===== config.mk =====
export PLATFORM = sky130hd
export DESIGN_NAME = serial_reg_port
export DESIGN_NICKNAME = d
export VERILOG_FILES = /design/src/rtl/sreg_pkg.sv /design/src/rtl/sreg_sync.sv /design/src/rtl/sreg_shadow.sv /design/src/rtl/sreg_fsm.sv /design/src/rtl/serial_reg_port.sv
export SDC_FILE = /design/constraint.sdc
export NUM_CORES = 1
export LEC_CHECK = 0
export CAP_MARGIN = 20
export CORE_MARGIN = 10
export CORE_UTILIZATION = 30
export DETAILED_ROUTE_END_ITERATION = 8
export SYNTH_ARGS = -nofsm -noshare
export SYNTH_HDL_FRONTEND = slang
export SYNTH_SLANG_ARGS = --single-unit
export TNS_END_PERCENT = 20

===== constraint.sdc =====
create_clock -name clk -period 7.9 [get_ports clk]
set_input_delay 1.185 -clock clk [delete_from_list [all_inputs] [get_ports clk]]
set_output_delay 1.185 -clock clk [all_outputs]
set_load 0.02 [all_outputs]

===== src/rtl/sreg_pkg.sv =====
package sreg_pkg;
  localparam int PTR_W  = 4;
  localparam int NREG   = 1 << PTR_W;
  localparam int NTIME  = 7;
  localparam logic [6:0] DEV_ADDR = 7'b1101000;

  typedef enum logic [2:0] {
    ST_IDLE,
    ST_RECV,
    ST_RACK,
    ST_SEND,
    ST_MACK
  } port_state_t;

  // pointer step with natural rollover at the top of the space
  function automatic logic [PTR_W-1:0] ptr_step(input logic [PTR_W-1:0] p);
    return p + 1'b1;
  endfunction

  function automatic logic addr_match(input logic [7:0] b);
    return b[7:1] == DEV_ADDR;
  endfunction
endpackage


===== src/rtl/sreg_sync.sv =====
module sreg_sync #(
  parameter int STAGES = 2
) (
  input  logic clk,
  input  logic rst_n,
  input  logic scl_i,
  input  logic sda_i,
  output logic scl_s,
  output logic sda_s,
  output logic scl_rise,
  output logic scl_fall,
  output logic start_det,
  output logic stop_det
);
  logic [STAGES:0] scl_q;
  logic [STAGES:0] sda_q;

  always_ff @(posedge clk) begin
    if (!rst_n) begin
      scl_q <= '1;
      sda_q <= '1;
    end else begin
      scl_q <= {scl_q[STAGES-1:0], scl_i};
      sda_q <= {sda_q[STAGES-1:0], sda_i};
    end
  end

  assign scl_s     = scl_q[STAGES-1];
  assign sda_s     = sda_q[STAGES-1];
  assign scl_rise  = scl_s & ~scl_q[STAGES];
  assign scl_fall  = ~scl_s & scl_q[STAGES];
  assign start_det = scl_s & scl_q[STAGES] & sda_q[STAGES] & ~sda_s;
  assign stop_det  = scl_s & scl_q[STAGES] & ~sda_q[STAGES] & sda_s;
endmodule


===== src/rtl/sreg_shadow.sv =====
module sreg_shadow
  import sreg_pkg::*;
#(
  parameter int NR = NREG,
  parameter int NT = NTIME,
  parameter int AW = PTR_W
) (
  input  logic            clk,
  input  logic            rst_n,
  input  logic            snap,
  input  logic [NR*8-1:0] live,
  input  logic [AW-1:0]   rd_addr,
  output logic [7:0]      rd_data
);
  logic [7:0] copy_q [NT];

  for (genvar i = 0; i < NT; i++) begin : g_cap
    always_ff @(posedge clk) begin
      if (!rst_n)    copy_q[i] <= '0;
      else if (snap) copy_q[i] <= live[i*8 +: 8];
    end
  end

  always_comb begin
    rd_data = live[rd_addr*8 +: 8];
    for (int i = 0; i < NT; i++)
      if (rd_addr == AW'(i)) rd_data = copy_q[i];
  end
endmodule


===== src/rtl/sreg_fsm.sv =====
module sreg_fsm
  import sreg_pkg::*;
#(
  parameter int AW = PTR_W
) (
  input  logic          clk,
  input  logic          rst_n,
  input  logic          scl_rise,
  input  logic          scl_fall,
  input  logic          sda_s,
  input  logic          start_det,
  input  logic          stop_det,
  input  logic [7:0]    rd_byte,
  output logic [AW-1:0] ptr,
  output logic          sda_oe,
  output logic          we,
  output logic [AW-1:0] waddr,
  output logic [7:0]    wdata,
  output logic          snap,
  output logic          selected
);
  port_state_t st;
  logic [7:0]  sh;
  logic [7:0]  tx;
  logic [3:0]  cnt;
  logic        is_addr, is_read, first_wr, mack;

  always_ff @(posedge clk) begin
    if (!rst_n) begin
      st <= ST_IDLE; sh <= '0; tx <= '0; cnt <= '0;
      is_addr <= 1'b0; is_read <= 1'b0; first_wr <= 1'b0; mack <= 1'b0;
      ptr <= '0; sda_oe <= 1'b0; we <= 1'b0; waddr <= '0; wdata <= '0;
      snap <= 1'b0; selected <= 1'b0;
    end else begin
      we   <= 1'b0;
      snap <= 1'b0;
      if (start_det) begin
        st <= ST_RECV; cnt <= '0; is_addr <= 1'b1;
        sda_oe <= 1'b0; selected <= 1'b0; snap <= 1'b1;
      end else if (stop_det) begin
        st <= ST_IDLE; sda_oe <= 1'b0; selected <= 1'b0;
      end else begin
        unique case (st)
          ST_IDLE: ;
          ST_RECV: begin
            if (scl_rise) begin
              sh  <= {sh[6:0], sda_s};
              cnt <= cnt + 1'b1;
            end else if (scl_fall && cnt == 4'd8) begin
              if (is_addr) begin
                if (addr_match(sh)) begin
                  sda_oe <= 1'b1; selected <= 1'b1;
                  is_read <= sh[0]; first_wr <= ~sh[0];
                  st <= ST_RACK;
                end else begin
                  st <= ST_IDLE;
                end
              end else begin
                sda_oe <= 1'b1;
                st <= ST_RACK;
                if (first_wr) begin
                  ptr <= sh[AW-1:0];
                  first_wr <= 1'b0;
                end else begin
                  we <= 1'b1; waddr <= ptr; wdata <= sh;
                  ptr <= ptr_step(ptr);
                end
              end
            end
          end
          ST_RACK: begin
            if (scl_fall) begin
              is_addr <= 1'b0;
              if (is_read) begin
                tx <= rd_byte; sda_oe <= ~rd_byte[7];
                ptr <= ptr_step(ptr); cnt <= 4'd1; st <= ST_SEND;
              end else begin
                sda_oe <= 1'b0; cnt <= '0; st <= ST_RECV;
              end
            end
          end
          ST_SEND: begin
            if (scl_fall) begin
              if (cnt == 4'd8) begin
                sda_oe <= 1'b0; st <= ST_MACK;
              end else begin
                tx <= {tx[6:0], 1'b0};
                sda_oe <= ~tx[6];
                cnt <= cnt + 1'b1;
              end
            end
          end
          ST_MACK: begin
            if (scl_rise) mack <= ~sda_s;
            else if (scl_fall) begin
              if (mack) begin
                tx <= rd_byte; sda_oe <= ~rd_byte[7];
                ptr <= ptr_step(ptr); cnt <= 4'd1; st <= ST_SEND;
              end else begin
                st <= ST_IDLE; selected <= 1'b0;
              end
            end
          end
          default: st <= ST_IDLE;
        endcase
      end
    end
  end
endmodule


===== src/rtl/serial_reg_port.sv =====
module serial_reg_port
  import sreg_pkg::*;
(
  input  logic              clk,
  input  logic              rst_n,
  input  logic              scl_i,
  input  logic              sda_i,
  output logic              sda_o,
  output logic              sda_oe,
  input  logic [NREG*8-1:0] reg_live_i,
  output logic              reg_we_o,
  output logic [PTR_W-1:0]  reg_waddr_o,
  output logic [7:0]        reg_wdata_o,
  output logic              snap_o
);
  logic             scl_s, sda_s, scl_rise, scl_fall, start_det, stop_det;
  logic [PTR_W-1:0] ptr;
  logic [7:0]       rd_byte;
  logic             selected;

  sreg_sync #(.STAGES(2)) sync_i (
    .clk(clk), .rst_n(rst_n), .scl_i(scl_i), .sda_i(sda_i),
    .scl_s(scl_s), .sda_s(sda_s), .scl_rise(scl_rise), .scl_fall(scl_fall),
    .start_det(start_det), .stop_det(stop_det)
  );

  sreg_shadow #(.NR(NREG), .NT(NTIME), .AW(PTR_W)) shadow_i (
    .clk(clk), .rst_n(rst_n), .snap(snap_o), .live(reg_live_i),
    .rd_addr(ptr), .rd_data(rd_byte)
  );

  sreg_fsm #(.AW(PTR_W)) fsm_i (
    .clk(clk), .rst_n(rst_n), .scl_rise(scl_rise), .scl_fall(scl_fall),
    .sda_s(sda_s), .start_det(start_det), .stop_det(stop_det),
    .rd_byte(rd_byte), .ptr(ptr), .sda_oe(sda_oe), .we(reg_we_o),
    .waddr(reg_waddr_o), .wdata(reg_wdata_o), .snap(snap_o),
    .selected(selected)
  );

  assign sda_o = 1'b0;
endmodule


==> impl_metrics.toml, run 1 <==
[status]
status = "finished clean"

[setup_path]
crit_required_ns = 8.16
critPathSlowestCell = "dfxtp_2"
crit_path_cell_trace = "clkinv_1, ha_1, nand2b_1, o22ai_1, a211oi_1, a311oi_1, or3_1, a221oi_1"
cp_data_arrival_time_ns = 3.82
endpoint_kind = "flip-flop"
slowest_delay_ns = 0.96
crit_fanout = 34
cp-start-kind = "flip-flop"
worstSetupPathType = "flip-flop to flip-flop"

[cells_and_area]
seqCellArea_mm2 = 0.00271
nets = 886
multi_input_area_mm2 = 0.00319
drive_gt1_share_pct = 7.84
final_cell_mix = "145 x clkdlybuf4s50_1, 74 x nand2_1, 64 x and3_1"
layout_commonest_cell = "clkdlybuf4s50_1"
n_antenna_cell = 0
nFillCells = 2005
syn2layout_area_growth_pct = 31.3

[logic_synthesis]
synth_fp_nets = 772
synth_seq_cells = 107
ys_seq_area_share_pct = 43.8
synth-edff-count = 56
yosys_warnings = 0
synth_cell_types = 64
syn_area_mm2 = 0.00617
syn-instance-count = 634
synth_area_per_cell_um2 = 9.74
synthFlopType = "edfxtp_1"
async_flop_share_pct = 0

[clock_network]
root_buffer = "clkbuf_16"
cts_tree = "built"
cts_sinks = 107
clkLatencyLatePin_ns = 0.36
cts_max_path_buffers = 2
cts_htree_levels = 3
cts_buffers = 9
hold_buffers = 0
path_clk_slew_ns = 0.08
post_cts_buffers = 0
postCtsResizedCells = 0

[detailed_routing]
dr.pass1.iters = 5
route.vias.total = 5474
drt-initial-drc-count = 483
drt_wl_total_um = 20000
ant_nets = 0
avgRoutedWirePerCell_um = 19.5
routed_via_density = 5.35
route.detailed.drc = 0

[timing]
grt_setup_unrepaired = "false"
hold_violations = 0
fin_crit_ns = 3.56
setup_violations = 0
worst_pin_slew_ns = 1.05
slew_headroom_pct = 29.7
fin_worst_skew_ns = 0.00770
fin_crit_sh_pct = 45.0
hold_ws_ns = 0.412
fmax_mhz = 281
drv_slew = 0
finalSetupTns_ns = 0

[floorplan]
fp-row-count = 52
io-pin-count = 148
die_x_um = 163
die_area_mm2 = 0.0267
fp.dieH_um = 163
start_util_pct = 30.5
core_area_mm2 = 0.0202

[power]
ir_worst_vdd_mv = 0.0961
power_density_mw_per_mm2 = 157
power_leakage_nw = 2.97

[global_routing]
antenna_found_initial = 0
grt_pass1_wl_um = 30800
grt.total_usage_pct = 14.6
grt_pass1_vias = 5463
grt_max_degree = 76
overflow = 0

[flow_run]
maxCapViolCount = 0

[placement]
place.gp.congestion = 0.898
dpl.hpwl_um = 15000
port_buffers = 146

[min_path]
hold_class = "flip-flop to flip-flop"
-- flip-flops by register name, summed over array words and instances (netlist names), 3 cells and up --
register         flops
fsm_i.cnt            4
fsm_i.ptr            4
fsm_i.sh             8
fsm_i.st             3
fsm_i.tx             7
fsm_i.waddr          4
fsm_i.wdata          8
shadow_i.copy_q     56
sync_i.scl_q         3
sync_i.sda_q         3
-- final cells by class --
type | instances | share of cell area, %
multi-input combinational | 460 | 39.4
sequential | 107 | 33.4
timing repair buffer | 153 | 18.6
tap | 270 | 4.17
clock buffer | 9 | 2.78
clock inverter | 7 | 0.895
inverter | 17 | 0.787
-- layer usage --
| layer | vias to the layer above | wire length, um | global-route usage, % |
|---|---|---|---|
| met5 | - | 0 | 0 |
| met4 | 0 | 490 | 4.47 |
| met3 | 29 | 1230 | 4.53 |
| met2 | 189 | 9730 | 24.0 |
| met1 | 2636 | 8520 | 17.9 |
| li1 | 2620 | - | - |
-- kinds of logic after synthesis --
group	Yosys count	synth area share, %
AOI/OAI and AO/OA	163	17.9
muxes	48	12.2
buffers and inverters	67	4.58
xor gates and xnor gates	1	0.142
and+or+nand+nor	241	20.2
adders and majority gates	6	1.22
other	1	0.0607
DFF	107	43.8
-- synthesized netlist by cell type (9+ instances only) --
cell,instances,area share (%)
nand2b_1,16,1.6
nor2b_1,9,0.91
o22ai_1,13,1.3
dfxtp_1,51,17
nand3_1,17,1.4
mux2i_1,20,3.2
clkbuf_1,30,1.8
buf_2,16,1.3
nor2_1,32,1.9
inv_1,16,0.97
a22oi_1,12,1.5
o21ai_0,24,1.9
mux4_2,21,7.7
and3_1,64,6.5
edfxtp_1,56,27
nor3_1,9,0.73
nand2_1,74,4.5
a21oi_1,38,3.1
-- critical path, delay by kind of cell, from the launching register on --
family,cells,cell delay (ns)
flip-flops,1,0.96
AO/OA/AOI/OAI,4,0.67
buffers and inverters,1,0.51
adder cells (fa/ha/maj),1,0.61
AND/OR/NAND/NOR,2,0.71
-- final timing paths --
kind / slack, ns / end / depth (start not counted) / start
setup / recovery: 4.34 / fsm_i.tx[5]$_SDFFE_PN0P_ / 8 / fsm_i.ptr[0]$_SDFFE_PN0P_
hold / removal: 0.41 / sync_i.sda_q[1]$_SDFF_PN1_ / 1 / sync_i.sda_q[0]$_SDFF_PN1_
setup reg to reg: 4.34 / fsm_i.tx[5]$_SDFFE_PN0P_ / 8 / fsm_i.ptr[0]$_SDFFE_PN0P_
hold reg to reg: 0.41 / sync_i.sda_q[1]$_SDFF_PN1_ / 1 / sync_i.sda_q[0]$_SDFF_PN1_
-- report_power, final --
part	switching, mW	total, mW	internal (mW)
registers	0.0171	0.618	0.601
logic	0.0838	0.190	0.106
clock network	0.218	0.466	0.248
total	0.319	1.27	0.955
-- metrics by stage --
step | instances | worst slack, ns | power [mW] | cell area (um2) | util [%]
floorplan | 634 | 4.79 | 0.718 | 6170 | -
finish | 1023 | 4.34 | 1.27 | 8110 | 40.1
CTS | 1023 | 4.28 | 1.29 | 8110 | 40.1
detailed placement | 1007 | 4.32 | 0.820 | 7810 | 38.6
global placement | 1007 | 4.44 | 0.819 | 7810 | 38.6
global route | 1023 | 3.94 | 1.32 | 8110 | 40.1
Note: power is estimated with default switching activity, not from simulation.
==> run 2, diff against run 1 <==
Clock period 7.9 ns to 3.55 ns, I/O delays scaled along.
==> impl_metrics.toml, run 2 (synthesized netlist as in run 1, its figures left out) <==
[status]
status = "finished clean"

[cells_and_area]
n_antenna_cell = 0
largestRegisters = "shadow_i.copy_q x56, fsm_i.sh x8, fsm_i.wdata x8"
layout_commonest_cell = "clkdlybuf4s50_1"
largest_register_ffs = 56
nets = 895
largest-register = "shadow_i.copy_q"
post-route-util_pct = 40.3
final_cell_mix = "145 x clkdlybuf4s50_1, 74 x nand2_1, 64 x and3_1"
syn2layout_area_growth_pct = 32.0
drive_gt1_share_pct = 9.06

[timing]
grt_setup_unrepaired = "false"
slew_headroom_pct = 46.1
hold_violations = 0
drv_slew = 0
finalSetupTns_ns = 0
setup_violations = 0
worst_pin_slew_ns = 0.808
fin_crit_sh_pct = 74.4
fmax_mhz = 379
fin_worst_skew_ns = 0.00674
fin_crit_ns = 2.64

[power]
power_leakage_nw = 3.00
p_total_mw = 2.76
ir_worst_vdd_mv = 0.228
power_density_mw_per_mm2 = 339

[setup_path]
crit_fanout = 23
worstReg2RegStart = "fsm_i.ptr[0]$_SDFFE_PN0P_"
crit_required_ns = 3.82
reg2reg_depth = 8
endpoint_kind = "flip-flop"
crit_path_start = "fsm_i.ptr[0]$_SDFFE_PN0P_"
worstSetupPathType = "flip-flop to flip-flop"
cp_data_arrival_time_ns = 2.91
cp-start-kind = "flip-flop"

[min_path]
hold_class = "flip-flop to flip-flop"
hold_depth = 1
min-delay-start = "sync_i.scl_q[0]$_SDFF_PN1_"

[global_routing]
overflow = 0
antenna_found_initial = 0
grt_pass1_vias = 5487
grt_max_degree = 56
grt.total_usage_pct = 14.9
grt_pass1_wl_um = 31400

[detailed_routing]
drt_wl_total_um = 20500
met3_length_um = 1410
top_layer_used = "met4"
route.detailed.drc = 0
avgRoutedWirePerCell_um = 19.9
ant_nets = 0
routed_via_density = 5.35
m1WireLength_um = 8670
drt-initial-drc-count = 451
dr_wl_met2_um = 10200
dr.pass1.iters = 5
route.vias.total = 5520

[placement]
place.gp.congestion = 0.906
port_buffers = 146
dpl.hpwl_um = 15800

[floorplan]
fp-row-count = 52
fp.dieH_um = 163
core_area_mm2 = 0.0202
start_util_pct = 30.5
die_area_mm2 = 0.0267
die_x_um = 163
io-pin-count = 148

[clock_network]
cts_buffers = 9
root_buffer = "clkbuf_16"
path_clk_slew_ns = 0.07
postCtsResizedCells = 0
post_cts_buffers = 0
cts_htree_levels = 3
cts_max_path_buffers = 2
cts_sinks = 107
hold_buffers = 0
clkLatencyLatePin_ns = 0.36
cts_tree = "built"

[flow_run]
maxCapViolCount = 0
[run 2: cell types whose count changed in the layout (fill, tap and decap cells not counted), sizes merged]
cell	change
clkinvlp	+1
inv	-1
buf	+9
bufinv	-1
clkinv	+1
[run 2: path summary, 6_finish.rpt]
check                           slack [ns]                          to
worst max register to register        0.91    fsm_i.tx[5]$_SDFFE_PN0P_
worst max-delay path                  0.91    fsm_i.tx[5]$_SDFFE_PN0P_
worst min-delay path                  0.41  sync_i.scl_q[1]$_SDFF_PN1_
worst min register to register        0.41  sync_i.scl_q[1]$_SDFF_PN1_
[run 2: layer usage]
layer	up-vias	track usage [%]
li1	2650	-
met1	2651	18.4
met2	201	25.0
met3	18	4.13
met4	0	3.53
met5	-	0
[run 2: layout make-up]
class | count | area, um2
fill | 2011 | 12100
multi-input combinational | 460 | 3190
sequential | 107 | 2710
timing repair buffer | 162 | 1580
tap | 270 | 338
clock buffer | 9 | 225
inverter | 17 | 63.8
clock inverter | 7 | 51.3
[run 2: per-stage QoR]
stage | worst slack (ns) | std cells | cell area (um2) | hold slack (ns)
final | 0.910 | 1032 | 8150 | 0.412
after global routing | 0.623 | 1032 | 8150 | 0.447
after CTS | 0.912 | 1032 | 8150 | 0.418
after detailed placement | 0.937 | 1016 | 7880 | 0.402
after global placement | 1.04 | 1016 | 7880 | 0.396
after floorplan | 0.830 | 634 | 6170 | 0.386
[run 2: where the power goes]
| part | total (mW) | switching [mW] | internal (mW) |
|---|---|---|---|
| combinational | 0.442 | 0.200 | 0.242 |
| sequential | 1.36 | 0.0264 | 1.34 |
| clock | 0.957 | 0.477 | 0.480 |
| total | 2.76 | 0.704 | 2.06 |
[run 2: critical path: stages, from the launching register on]
cell      delay [ns]
dfxtp_2         0.34
buf_4           0.33
ha_1            0.49
nand2b_1        0.28
o221ai_1        0.16
a211oi_1        0.29
a311oi_1        0.06
or3_1           0.36
a221oi_1        0.22
==> run 3, diff against run 2 <==
Clock period 3.55 ns to 2.57 ns, I/O delays scaled along.
==> impl_metrics.toml, run 3 (synthesized netlist as in run 1, its figures left out) <==
[status]
status = "finished clean"

[min_path]
hold_class = "primary input to flip-flop"
hold-path-endpoint = "sync_i.sda_q[2]$_SDFF_PN1_"
min-delay-start = "rst_n"
hold_depth = 2

[global_routing]
antenna_found_initial = 0
overflow = 0
grt.total_usage_pct = 15.0
grt_pass1_vias = 5610
grt_max_degree = 57
grt_pass1_wl_um = 31700

[timing]
grt_setup_unrepaired = "false"
fin_crit_ns = 2.36
worst_pin_slew_ns = 0.658
fin_worst_skew_ns = 0.0121
worst_slack_ns = 0.213
setup_violations = 0
finalSetupTns_ns = 0
fin_crit_sh_pct = 91.7
slew_headroom_pct = 55.0
drv_slew = 0
hold_violations = 0
fmax_mhz = 424
hold_ws_ns = 0.377

[detailed_routing]
avgRoutedWirePerCell_um = 19.4
drt-initial-drc-count = 383
route.vias.total = 5495
route.detailed.drc = 0
drt_wl_total_um = 20300
routed_via_density = 5.24
dr.pass1.iters = 5
ant_nets = 0

[floorplan]
fp-row-count = 52
core_area_mm2 = 0.0202
die_area_mm2 = 0.0267
io-pin-count = 148
die_x_um = 163
fp.dieH_um = 163
start_util_pct = 30.5

[setup_path]
r2r_slack_ns = 0.21
crit_fanout = 8
worstReg2RegStart = "fsm_i.ptr[1]$_SDFFE_PN0P_"
reg2reg_depth = 8
crit_required_ns = 2.82
endpoint_kind = "flip-flop"
cp-start-kind = "flip-flop"
cp_data_arrival_time_ns = 2.60
worstSetupPathType = "flip-flop to flip-flop"
rr_endpoint = "fsm_i.tx[5]$_SDFFE_PN0P_"

[placement]
port_buffers = 146
dp_cells = 1033
dpl.hpwl_um = 15600
preCtsSetupSlack_ns = 0.170
place.gp.congestion = 0.904
placed_cell_area_mm2 = 0.00803

[cells_and_area]
n_antenna_cell = 0
drive_gt1_share_pct = 11.2
post-route-util_pct = 41.3
final_cell_mix = "145 x clkdlybuf4s50_1, 74 x nand2_1, 64 x and3_1"
largest-register = "shadow_i.copy_q"
nFillCells = 1959
syn2layout_area_growth_pct = 35.4
layout_commonest_cell = "clkdlybuf4s50_1"
nets = 912
finalNonFillerCells = 1049
largestRegisters = "shadow_i.copy_q x56, fsm_i.sh x8, fsm_i.wdata x8"
largest_register_ffs = 56
final_design_area_no_fill_mm2 = 0.00836

[power]
p_total_mw = 4.06
power_density_mw_per_mm2 = 486
ir_worst_vdd_mv = 0.285
power_leakage_nw = 3.12

[flow_run]
maxCapViolCount = 0

[clock_network]
root_buffer = "clkbuf_16"
path_clk_slew_ns = 0.08
post_cts_buffers = 0
cts_sinks = 107
cts_buffers = 9
cts_max_path_buffers = 2
cts_htree_levels = 3
clkLatencyLatePin_ns = 0.37
cts_tree = "built"
## run 3: worst max-delay path by stage
| stage | start | end |
|---|---|---|
| after floorplan | fsm_i.snap$_SDFF_PN0_ | shadow_i.copy_q[0][0]$_SDFFCE_PN0P_ |
| after global placement | fsm_i.ptr[0]$_SDFFE_PN0P_ | fsm_i.tx[5]$_SDFFE_PN0P_ |
| after detailed placement | fsm_i.ptr[0]$_SDFFE_PN0P_ | fsm_i.tx[5]$_SDFFE_PN0P_ |
| after CTS | fsm_i.ptr[0]$_SDFFE_PN0P_ | fsm_i.tx[5]$_SDFFE_PN0P_ |
| after global routing | fsm_i.ptr[0]$_SDFFE_PN0P_ | fsm_i.tx[5]$_SDFFE_PN0P_ |
| final | fsm_i.ptr[1]$_SDFFE_PN0P_ | fsm_i.tx[5]$_SDFFE_PN0P_ |
## run 3: power by group
part / internal (mW) / total [mW] / leakage, nW / switching, mW
registers: 1.85 / 1.88 / 0.993 / 0.0307
clock network: 0.870 / 1.56 / 0.159 / 0.690
logic: 0.349 / 0.627 / 1.96 / 0.278
total: 3.07 / 4.06 / 3.12 / 0.998
## run 3: metal layers
metal / up-vias / GRT usage [%] / wire, um / part of all wire [%]
met5: - / 0 / 0 / 0
met4: 0 / 5.65 / 491 / 2.4
met3: 24 / 3.95 / 1250 / 6.1
met2: 176 / 24.5 / 9730 / 48
met1: 2613 / 18.7 / 8860 / 44
li1: 2682 / - / - / -
## run 3: layout make-up
class | instances | area [um2] | share of cell area, %
clock buffer | 9 | 225 | 2.69
sequential | 107 | 2710 | 32.4
tap | 270 | 338 | 4.04
multi-input combinational | 460 | 3190 | 38.2
inverter | 17 | 63.8 | 0.763
clock inverter | 7 | 105 | 1.26
timing repair buffer | 179 | 1730 | 20.7
## run 3: worst max-delay path: stages (launching register included)
cell	delay, ns
dfxtp_2	0.34
inv_1	0.17
ha_1	0.38
inv_1	0.21
o21ai_0	0.21
a21oi_1	0.06
a2111oi_0	0.61
or3_1	0.19
a221oi_1	0.06
## run 3: what timing repair did
item,CTS,global route
endpoints found under the setup margin,0,1
hold buffers,0,0
gates resized for setup,0,1
hold endpoints to repair,0,0
